$ cat src/rtl/immbr_pkg.sv
package immbr_pkg;

    // Instruction field geometry
    localparam int ILEN        = 32;
    localparam int OPC_W       = 7;
    localparam int F3_W        = 3;
    localparam int CMP_W       = 5;
    localparam int OFS_W       = 12;
    localparam int INSN_BYTES  = 4;

    // Field positions (decoded by this unit)
    localparam int F3_LSB      = 12;
    localparam int CMP_LSB     = 20;

    localparam logic [OPC_W-1:0] OPC_CBRANCH = 7'b1100011;
    localparam logic [F3_W-1:0]  F3_EQ_IMM   = 3'b010;
    localparam logic [F3_W-1:0]  F3_NE_IMM   = 3'b011;

    typedef enum logic {
        COND_EQ = 1'b0,
        COND_NE = 1'b1
    } cond_e;

endpackage

$ cat src/rtl/immbr_decode.sv
module immbr_decode
    import immbr_pkg::*;
#(
    parameter int XLEN = 32
) (
    input  logic [ILEN-1:0] instr,
    output logic            claim,
    output cond_e           cond,
    output logic [XLEN-1:0] cmp_imm,
    output logic [XLEN-1:0] offset
);

    localparam int CMP_PAD = XLEN - CMP_W;
    localparam int OFS_PAD = XLEN - OFS_W - 1;

    logic [OPC_W-1:0] opc;
    logic [F3_W-1:0]  f3;
    logic [CMP_W-1:0] cmp_raw;
    logic [OFS_W-1:0] ofs_raw;

    always_comb begin
        opc     = instr[OPC_W-1:0];
        f3      = instr[F3_LSB +: F3_W];
        cmp_raw = instr[CMP_LSB +: CMP_W];
        // scattered offset: sign, then bit 7, then upper run, then lower run
        ofs_raw = {instr[31], instr[7], instr[30:25], instr[11:8]};

        claim = (opc == OPC_CBRANCH) && ((f3 == F3_EQ_IMM) || (f3 == F3_NE_IMM));
        cond  = (f3 == F3_NE_IMM) ? COND_NE : COND_EQ;

        cmp_imm = {{CMP_PAD{cmp_raw[CMP_W-1]}}, cmp_raw};
        offset  = {{OFS_PAD{ofs_raw[OFS_W-1]}}, ofs_raw, 1'b0};
    end

endmodule

$ cat src/rtl/immbr_cmp.sv
module immbr_cmp
    import immbr_pkg::*;
#(
    parameter int XLEN  = 32,
    parameter int CHUNK = 8
) (
    input  logic [XLEN-1:0] rs1_val,
    input  logic [XLEN-1:0] cmp_imm,
    input  cond_e           cond,
    output logic            hit
);

    localparam int NCHUNK = (XLEN + CHUNK - 1) / CHUNK;
    localparam int PADW   = NCHUNK * CHUNK;

    logic [PADW-1:0]   a_pad;
    logic [PADW-1:0]   b_pad;
    logic [NCHUNK-1:0] chunk_eq;
    logic              all_eq;

    always_comb begin
        a_pad = '0;
        b_pad = '0;
        a_pad[XLEN-1:0] = rs1_val;
        b_pad[XLEN-1:0] = cmp_imm;
    end

    // equality split into independent slices, then reduced
    for (genvar g = 0; g < NCHUNK; g++) begin : g_slice
        assign chunk_eq[g] = (a_pad[g*CHUNK +: CHUNK] == b_pad[g*CHUNK +: CHUNK]);
    end

    always_comb begin
        all_eq = &chunk_eq;
        hit    = (cond == COND_NE) ? ~all_eq : all_eq;
    end

endmodule

$ cat src/rtl/immbr_addr.sv
module immbr_addr
    import immbr_pkg::*;
#(
    parameter int XLEN = 32
) (
    input  logic [XLEN-1:0] pc,
    input  logic [XLEN-1:0] offset,
    output logic [XLEN-1:0] target,
    output logic [XLEN-1:0] seq_pc
);

    localparam logic [XLEN-1:0] STEP = XLEN'(INSN_BYTES);

    always_comb begin
        target = pc + offset;
        seq_pc = pc + STEP;
    end

endmodule

$ cat src/rtl/immbr_unit.sv
module immbr_unit
    import immbr_pkg::*;
#(
    parameter int XLEN  = 32,
    parameter int CHUNK = 8
) (
    input  logic            clk,
    input  logic            rst_n,
    input  logic [ILEN-1:0] instr,
    input  logic [XLEN-1:0] pc,
    input  logic [XLEN-1:0] rs1_val,
    output logic            claim_q,
    output logic            taken_q,
    output logic [XLEN-1:0] target_q,
    output logic [XLEN-1:0] next_pc_q
);

    typedef struct packed {
        logic            claim;
        logic            taken;
        logic [XLEN-1:0] target;
        logic [XLEN-1:0] next_pc;
    } res_t;

    logic            dec_claim;
    cond_e           dec_cond;
    logic [XLEN-1:0] dec_cmp_imm;
    logic [XLEN-1:0] dec_offset;
    logic            cmp_hit;
    logic [XLEN-1:0] br_target;
    logic [XLEN-1:0] br_seq;

    res_t res_d;
    res_t res_q;

    immbr_decode #(.XLEN(XLEN)) u_decode (
        .instr   (instr),
        .claim   (dec_claim),
        .cond    (dec_cond),
        .cmp_imm (dec_cmp_imm),
        .offset  (dec_offset)
    );

    immbr_cmp #(.XLEN(XLEN), .CHUNK(CHUNK)) u_cmp (
        .rs1_val (rs1_val),
        .cmp_imm (dec_cmp_imm),
        .cond    (dec_cond),
        .hit     (cmp_hit)
    );

    immbr_addr #(.XLEN(XLEN)) u_addr (
        .pc     (pc),
        .offset (dec_offset),
        .target (br_target),
        .seq_pc (br_seq)
    );

    always_comb begin
        res_d = res_q;
        res_d.claim = dec_claim;
        res_d.taken = 1'b0;
        if (dec_claim) begin
            res_d.taken   = cmp_hit;
            res_d.target  = br_target;
            res_d.next_pc = cmp_hit ? br_target : br_seq;
        end
    end

    always_ff @(posedge clk or negedge rst_n) begin
        if (!rst_n) begin
            res_q <= '0;
        end else begin
            res_q <= res_d;
        end
    end

    assign claim_q   = res_q.claim;
    assign taken_q   = res_q.taken;
    assign target_q  = res_q.target;
    assign next_pc_q = res_q.next_pc;

endmodule

$ cat config.mk
export PLATFORM = sky130hd
export DESIGN_NAME = immbr_unit
export DESIGN_NICKNAME = d
export VERILOG_FILES = /design/src/rtl/immbr_pkg.sv /design/src/rtl/immbr_decode.sv /design/src/rtl/immbr_cmp.sv /design/src/rtl/immbr_addr.sv /design/src/rtl/immbr_unit.sv
export SDC_FILE = /design/constraint.sdc
export NUM_CORES = 1
export LEC_CHECK = 0
export BUFFER_PORTS_ARGS = -buffer_cell sky130_fd_sc_hd__clkbuf_2
export CORE_UTILIZATION = 53
export CTS_BUF_LIST = sky130_fd_sc_hd__clkbuf_4 sky130_fd_sc_hd__clkbuf_8
export DETAILED_ROUTE_END_ITERATION = 6
export GPL_TIMING_DRIVEN = 1
export PLACE_DENSITY = 0.93
export SLEW_MARGIN = 40
export SYNTH_ARGS = -nofsm -noshare
export SYNTH_HDL_FRONTEND = slang
export SYNTH_SLANG_ARGS = --single-unit
$ cat constraint.sdc
create_clock -name clk -period 1.18 [get_ports clk]
set_input_delay 0.059 -clock clk [delete_from_list [all_inputs] [get_ports clk]]
set_output_delay 0.059 -clock clk [all_outputs]
set_load 0.05 [all_outputs]
==> results of run 1 <==
kinds of logic after synthesis:
group / count (synthesis)
XOR/XNOR: 59
AO/OA/AOI/OAI: 155
adder cells (fa/ha/maj): 32
AND/OR/NAND/NOR: 259
buffers and inverters: 49
multiplexers: 19
flip-flops: 65
Yosys cell counts, drive strengths merged, types with 7 or more instances:
| cell type | instances |
|---|---|
| a21o | 10 |
| a21oi | 43 |
| buf | 11 |
| clkbuf | 20 |
| dfrtp | 65 |
| ha | 31 |
| inv | 18 |
| mux2 | 12 |
| mux2i | 7 |
| nand2 | 122 |
| nand3 | 29 |
| nand4 | 22 |
| nor2 | 36 |
| nor3 | 12 |
| nor4 | 9 |
| o21ai | 60 |
| xnor2 | 34 |
| xor2 | 25 |
what timing repair did:
item,4_1_cts
pin swaps,44
hold buffers,2
resized for setup,139
buffers inserted,31
cloned,4
endpoints found under the hold margin,66
setup endpoints to repair,59
metrics by stage:
| stage | hold WS (ps) | instance area [um2] |
|---|---|---|
| CTS | 61.17 | 8866 |
| detailed placement | 107.7 | 7559 |
| global placement | 97.47 | 7559 |
| floorplan | -236.6 | 5499 |
per-layer routing:
layer	overflow	GRT usage
met2	8	0.9262
met3	1	0.5822
met5	0	0.1538
met1	0	0.7391
met4	8	0.7893
==> flow_metrics.tcl, run 1 <==
set metrics [dict create \
    status "aborted with a tool error" \
    stop_stage "global routing (5_1_grt)" \
    error_line "[ERROR GRT-0116] Global routing finished with congestion. Check the congestion regions in the DRC Viewer." \
    place.gp.congestion 1.101 \
    grt_max_degree 66 \
    yosysTopAreaCell "dfrtp_1" \
    pre_cts_ws_ps -1499 \
    synth_simple_gate_area_frac 0.2362 \
    grt_overflow 17 \
    clockRootBuffer "clkbuf_8" \
    grt.total_usage 0.7482 \
    syn_area_per_cell_um2 8.011 \
    synth-xor-area-share 0.1011 \
    port_buffers 158 \
    cts_buffers 9 \
    grt_pass1_wl_mm 55.88 \
    synth_area_um2 5111 \
    die_x_um 100.2 \
    dp_hpwl_mm 16.09 \
    yosysWarnings 0 \
    synth-seq-cells 65 \
    synth_top_family_by_area "simple AND/OR/NAND/NOR gates" \
    rows 35 \
    io_pins 164 \
    die_h_um 100.2 \
    dp.cells 1062 \
    start_util 0.5505 \
    synthTopCellsByArea "dfrtp_1 (32%), nand2_1 (9.0%), ha_1 (7.6%), xnor2_1 (5.8%), o21ai_0 (5.0%)" \
    ys_seq_area_frac 0.3182 \
    synth_fa_ha_area_frac 0.07980 \
    synth_compound_area_frac 0.1841 \
    syn-num-nets 768 \
    first_global_vias 9349 \
    async_flop_share 1.000 \
    synthMuxAreaShare 0.04015 \
    synthCells 638 \
    htree_levels 3 \
    synth_cell_types 51 \
    synthFlopType "dfrtp_1" \
    synth_edf_count 0 \
    yosysTopAreaCellShare 0.3182 \
    clockBufferDepth 2 \
    cts_num_sinks 65 \
]
==> run 2: changes to the inputs <==
--- a/config.mk
+++ b/config.mk
@@ -6,11 +6,10 @@
 export NUM_CORES = 1
 export LEC_CHECK = 0
 export BUFFER_PORTS_ARGS = -buffer_cell sky130_fd_sc_hd__clkbuf_2
-export CORE_UTILIZATION = 53
-export CTS_BUF_LIST = sky130_fd_sc_hd__clkbuf_4 sky130_fd_sc_hd__clkbuf_8
+export CORE_UTILIZATION = 40
 export DETAILED_ROUTE_END_ITERATION = 6
 export GPL_TIMING_DRIVEN = 1
-export PLACE_DENSITY = 0.93
+export PLACE_DENSITY_LB_ADDON = 0.15
 export SLEW_MARGIN = 40
 export SYNTH_ARGS = -nofsm -noshare
 export SYNTH_HDL_FRONTEND = slang
==> flow_metrics.tcl, run 2 <==
set metrics [dict create \
    status "complete, but fails checks" \
    violations "setup timing" \
    crit_path_start_kind "primary input" \
    start_util 0.4185 \
    dr.pass1.iters 6 \
    synthTopCellsByArea "dfrtp_1 (32%), nand2_1 (9.0%), ha_1 (7.6%), xnor2_1 (5.8%), o21ai_0 (5.0%)" \
    fin_crit_sh 1.860 \
    r2r_start "next_pc_q[29]$_DFFE_PN0P_" \
    fill_cells 807 \
    fmax_mhz 455.6 \
    syn_area_per_cell_um2 8.011 \
    seq_power_share 0.256 \
    arrival_ps 2460 \
    finish.utilization 0.7713 \
    rows 40 \
    cp-end-kind "flop" \
    synth_edf_count 0 \
    synthFlopType "dfrtp_1" \
    clockRootBuffer "clkbuf_16" \
    yosys-top-cells-count "nand2_1 (122), dfrtp_1 (65), o21ai_0 (51)" \
    dp_hpwl_mm 14.40 \
    layout.cells.most_common_list "buf_4 (171), clkbuf_2 (140), nand2_1 (112)" \
    critPathCapture "next_pc_q[31]$_DFFE_PN0P_" \
    die-area_um2 13230 \
    vias 6535 \
    clkPwrFrac 0.310 \
    io_pins 164 \
    p_leak_nw 4.535 \
    drtIter0Drc 408 \
    setup_viol 60 \
    cp.depth 10 \
    r2r_slack_ps 200 \
    slew_violations 0 \
    yosysTopAreaCell "dfrtp_1" \
    synthCells 638 \
    slew_headroom 0.6033 \
    largest_reg_flops 32 \
    final_cell_area_um2 9419 \
    total_power_mw 9.497 \
    ir_worst_vdd_uv 775.3 \
    clock_latency_ps 340 \
    powerDensity_nw_per_um2 1008 \
    ant_nets 0 \
    synth_most_common_cell "nand2_1" \
    finClkSkew_ps 0 \
    worstRegToRegCells 3 \
    place.gp.congestion 0.9197 \
    antennaDiodeCount 0 \
    die_x_um 115.0 \
    clk_pin_slew_ps 50 \
    cp_cell_sequence "buf_8 > ha_4 > a21oi_1 > o21ai_0 > a32oi_1 > o21ai_4 > o31ai_4 > o31ai_2 > or4_1 > nand4_1" \
    maxCapViolCount 0 \
    cts_buffers 9 \
    placed_cell_area_um2 7605 \
    core-area_um2 12210 \
    grt_overflow 0 \
    area_growth_pct 84.28 \
    dp.cells 1099 \
    wirelength_mm 21.76 \
    final_cells 1158 \
    wl_per_cell_um 18.79 \
    async_flop_share 1.000 \
    layout.nets 1116 \
    post-route-min-period_ps 2195 \
    cp.buffers_inverters 1 \
    synth-seq-cells 65 \
    pre_cts_ws_ps -1399 \
    grt_max_degree 66 \
    grt_pass1_wl_mm 31.30 \
    cp_slowest_cell "or4_1" \
    cts_tree "built" \
    syn-num-nets 768 \
    crit_family "compound AO/OA/AOI/OAI gates" \
    intPower_mw 6.155 \
    drc 0 \
    synth_area_um2 5111 \
    r2r_end "next_pc_q[29]$_DFFE_PN0P_" \
    cts_num_sinks 65 \
    port_buffers 158 \
    first_global_vias 6277 \
    drive_above_1_share 0.5424 \
    setup_ws_ps -1015 \
    hold_violations 0 \
    yosysTopAreaCellShare 0.3182 \
    htree_levels 3 \
    die_h_um 115.0 \
    antenna_found_initial 0 \
    sw_frac_of_total 0.3519 \
    max_slew.worst_pin.slew_ps 588.9 \
    path_class "in2reg" \
    worstSetupStartpoint "pc[10]" \
    grt.total_usage 0.3093 \
    rsz0062_at_grt "yes" \
    min_path_type "in2reg" \
    ys_seq_area_frac 0.3182 \
    layout_commonest_cell "buf_4" \
    clockBufferDepth 2 \
    vias_per_cell 5.643 \
    synth_cell_types 51 \
    power.switching_mw 3.342 \
    path_max_fanout 6 \
    cpPeakStageDelay_ps 490 \
    cp.required_ps 1450 \
    combPwrFrac 0.434 \
    yosysWarnings 0 \
]
==> run 2: through the flow <==
step | hold slack (ps) | TNS, ps
after floorplan | -236.6 | -39330
after global placement | 100.9 | -64500
after detailed placement | 107.9 | -67790
after CTS | 68.40 | -38830
after global routing | 42.54 | -46710
final | 39.34 | -40460
==> run 2: worst min-delay path by stage <==
stage | start | end | slack, ps | cells past startpoint
after CTS | pc[1] | target_q[1]$_DFFE_PN0P_ | 70 | 4
after global placement | rst_n | target_q[3]$_DFFE_PN0P_ | 100 | 2
after floorplan | rst_n | claim_q$_DFF_PN0_ | -240 | 0
after global routing | pc[1] | target_q[1]$_DFFE_PN0P_ | 40 | 4
final | pc[1] | target_q[1]$_DFFE_PN0P_ | 40 | 4
after detailed placement | rst_n | target_q[3]$_DFFE_PN0P_ | 110 | 2
==> run 2: worst register-to-register path, stage by stage (launching register included) <==
cell and delay [ps]:
dfrtp_1 380, nand2_1 70, nand2_1 50, or3_1 360
==> run 2: power groups by stage <==
stage          combinational, mW  sequential, mW  clock, mW
3_5_place_dp                3.07            2.47          0
6_report                    4.12            2.43       2.94
4_1_cts                     3.61            2.43       2.97
2_1_floorplan               1.28            2.89          0
3_3_place_gp                3.02            2.46          0
5_1_grt                     4.35            2.44       3.06
==> run 2: cell type report <==
| class | instances | area, um2 | area share |
|---|---|---|---|
| well taps | 168 | 210.2 | 0.02232 |
| inverters | 18 | 67.56 | 0.007173 |
| clock inverters | 3 | 65.06 | 0.006908 |
| repair buffers | 368 | 2771 | 0.2942 |
| flip-flops and latches | 65 | 1627 | 0.1727 |
| clock buffers | 12 | 246.5 | 0.02617 |
| multi-input cells | 524 | 4432 | 0.4705 |
==> run 2: kinds of logic (layout without fill, tap and decap cells) <==
logic type | count (synthesis) | in the layout | synth area share
flops | 65 | 65 | 0.3182
compound gates | 155 | 155 | 0.1841
simple gates | 259 | 259 | 0.2362
fa+ha+maj | 32 | 32 | 0.07980
mux | 19 | 19 | 0.04015
buf+inv | 49 | 401 | 0.04039
xor+xnor | 59 | 59 | 0.1011
==> run 2: what timing repair did <==
action,CTS,global route
gates cloned,4,2
resized for setup,115,126
hold buffers,2,0
pin swaps,64,58
hold endpoints to repair,66,0
endpoints found under the setup margin,59,60
buffers inserted,24,25
==> run 2: routing by layer <==
layer / wire length, um / GRT usage / share of wire / up-vias
li1: - / - / - / 3000
met1: 9146 / 0.4071 / 0.42 / 3134
met2: 10310 / 0.5060 / 0.47 / 338
met3: 1502 / 0.05271 / 0.069 / 63
met4: 795 / 0.1212 / 0.037 / 0
met5: 0 / 0 / 0 / -
Power figures use the tool's default switching activity.
==> run 3: changes to the inputs <==
--- a/config.mk
+++ b/config.mk
@@ -5,6 +5,7 @@
 export SDC_FILE = /design/constraint.sdc
 export NUM_CORES = 1
 export LEC_CHECK = 0
+export ABC_AREA = 1
 export BUFFER_PORTS_ARGS = -buffer_cell sky130_fd_sc_hd__clkbuf_2
 export CORE_UTILIZATION = 40
 export DETAILED_ROUTE_END_ITERATION = 6
==> flow_metrics.tcl, run 3 <==
set metrics [dict create \
    cts_num_sinks 65 \
    slew_headroom 0.7058 \
    min_path_type "in2reg" \
    synth_area_um2 6000 \
    cpPeakStageDelay_ps 380 \
    fin_crit_sh 1.327 \
    cp_cell_sequence "buf_8 > ha_4 > fa_2 > nand3_2 > nand3_2 > nand2_1 > nand2_2 > nand2_2 > nand2_4 > nand2_4 > nand3b_1 > nand2_2 > nand2_1 > nand3_1 > nand2_1" \
    r2r_slack_ps 490 \
    fmax_mhz 638.5 \
    die_x_um 124.5 \
    layout_commonest_cell "nand2_1" \
    start_util 0.4112 \
    die-area_um2 15490 \
    fill_cells 1170 \
    vias_per_cell 4.922 \
    wl_met2_mm 10.68 \
    crit_path_start_kind "primary input" \
    drc 0 \
    drive_above_1_share 0.4812 \
    grt_max_degree 84 \
    final_cell_area_um2 10420 \
    worstSetupStartpoint "pc[1]" \
    layout.cells.most_common_list "nand2_1 (288), clkbuf_2 (153), buf_4 (151)" \
    hold_violations 0 \
    ys_seq_area_frac 0.2711 \
    finClkSkew_ps 0 \
    min_path_cells 4 \
    synth_most_common_cell "nand2_1" \
    topRoutingLayerUsed "met4" \
    first_global_vias 6987 \
    yosysTopAreaCell "dfrtp_1" \
    worstRegToRegCells 2 \
    layout.nets 1458 \
    drtIter0Drc 518 \
    grt.total_usage 0.2730 \
    finish.utilization 0.7144 \
    r2r_start "target_q[31]$_DFFE_PN0P_" \
    wirelength_mm 22.55 \
    setup_ws_ps -386.1 \
    wl_per_cell_um 14.87 \
    cp_slowest_cell "fa_2" \
    placed_cell_area_um2 8572 \
    synth_edf_count 0 \
    arrival_ps 1780 \
    die_h_um 124.5 \
    synth_cell_types 31 \
    cts_buffers 9 \
    grt_pass1_wl_mm 33.90 \
    area_growth_pct 73.72 \
    syn-num-nets 1131 \
    synth-seq-cells 65 \
    setup_viol 55 \
    yosysWarnings 0 \
    synthTopCellsByArea "dfrtp_1 (27%), nand2_1 (26%), inv_1 (8.7%), nor2_1 (6.6%), ha_1 (6.5%)" \
    violations "setup timing" \
    post-route-min-period_ps 1566 \
    cp.required_ps 1390 \
    p_leak_nw 5.545 \
    path_max_fanout 4 \
    min_from "pc[1]" \
    rsz0062_at_grt "yes" \
    cp.buffers_inverters 1 \
    min_to "next_pc_q[1]$_DFFE_PN0P_" \
    synthCells 1001 \
    antennaDiodeCount 0 \
    pre_cts_ws_ps -825.1 \
    synthFlopType "dfrtp_1" \
    antenna_found_initial 0 \
    async_flop_share 1.000 \
    htree_levels 3 \
    slew_violations 0 \
    cts_tree "built" \
    rows 44 \
    wl_met3_mm 1.031 \
    dp_hpwl_mm 16.63 \
    crit_family "simple AND/OR/NAND/NOR gates" \
    clock_latency_ps 320 \
    ant_nets 0 \
    port_buffers 158 \
    vias 7461 \
    syn_area_per_cell_um2 5.994 \
    powerDensity_nw_per_um2 898.1 \
    ir_worst_vdd_uv 663.9 \
    io_pins 164 \
    max_slew.worst_pin.slew_ps 441.3 \
    clockBufferDepth 2 \
    clk_pin_slew_ps 50 \
    yosysTopAreaCellShare 0.2711 \
    largest_reg_flops 32 \
    total_power_mw 9.360 \
    grt_overflow 0 \
    clockRootBuffer "clkbuf_16" \
    maxCapViolCount 0 \
    core-area_um2 14590 \
    cp-end-kind "flop" \
    r2r_end "target_q[31]$_DFFE_PN0P_" \
    dr.pass1.iters 5 \
    place.gp.congestion 0.9153 \
    m1WireLength_mm 10.18 \
    path_class "in2reg" \
    yosys-top-cells-count "nand2_1 (411), inv_1 (139), nor2_1 (105)" \
    status "complete, but fails checks" \
]
run 3: repair_timing:
| action | CTS | global route |
|---|---|---|
| resized for setup | 146 | 205 |
| buffers inserted | 12 | 14 |
| pin swaps | 60 | 104 |
| gates cloned | 4 | 0 |
| endpoints found under the hold margin | 14 | 0 |
| endpoints found under the setup margin | 56 | 58 |
| hold buffers | 2 | 0 |
run 3: area by class of cell:
type	count	area [um2]	area share
Clock buffer	11	232.7	0.02233
Clock inverter	4	45.04	0.004322
Inverter	140	528.0	0.05066
Multi-Input combinational cell	778	5401	0.5182
Sequential cell	65	1627	0.1561
Tap cell	184	230.2	0.02209
Timing Repair Buffer	334	2359	0.2263
run 3: logic make-up after synthesis:
group / Yosys count / synth area share
buffers and inverters: 159 / 0.1066
adder cells (fa/ha/maj): 32 / 0.06799
AND/OR/NAND/NOR: 639 / 0.4375
flip-flops: 65 / 0.2711
XOR/XNOR: 39 / 0.05693
AO/OA/AOI/OAI: 67 / 0.05985
run 3: worst max path at each step:
stage,end,slack (ps),depth (start not counted)
after floorplan,next_pc_q[21]$_DFFE_PN0P_,-320,14
after global placement,next_pc_q[25]$_DFFE_PN0P_,-860,14
after detailed placement,next_pc_q[25]$_DFFE_PN0P_,-830,14
after CTS,next_pc_q[14]$_DFFE_PN0P_,-300,13
after global routing,next_pc_q[19]$_DFFE_PN0P_,-440,14
final,next_pc_q[21]$_DFFE_PN0P_,-390,15
run 3: per-layer routing:
metal / GRT usage / vias up
li1: - / 3763
met4: 0.09213 / 0
met5: 0 / -
met1: 0.3770 / 3443
met3: 0.03093 / 48
met2: 0.4413 / 207
run 3: power by group:
part	internal (mW)	leakage, nW	switching, mW
Sequential	2.36	0.895	0.0792
Combinational	1.84	4.51	2.59
Clock	1.61	0.139	0.887
run 3: tightest hold or removal path: cells and delay by family:
| kind | cells | cell delay, ps |
|---|---|---|
| AO/OA/AOI/OAI | 1 | 100 |
| buffers and inverters | 2 | 160 |
| AND/OR/NAND/NOR | 1 | 30 |
run 3: per-stage QoR:
stage	TNS (ps)	hold WS, ps	instances
2_1_floorplan	-6570	-236.6	1001
3_3_place_gp	-32090	17.65	1476
3_5_place_dp	-33460	20.03	1476
4_1_cts	-10000	108.5	1505
5_1_grt	-16390	91.35	1516
6_report	-11920	70.02	1516
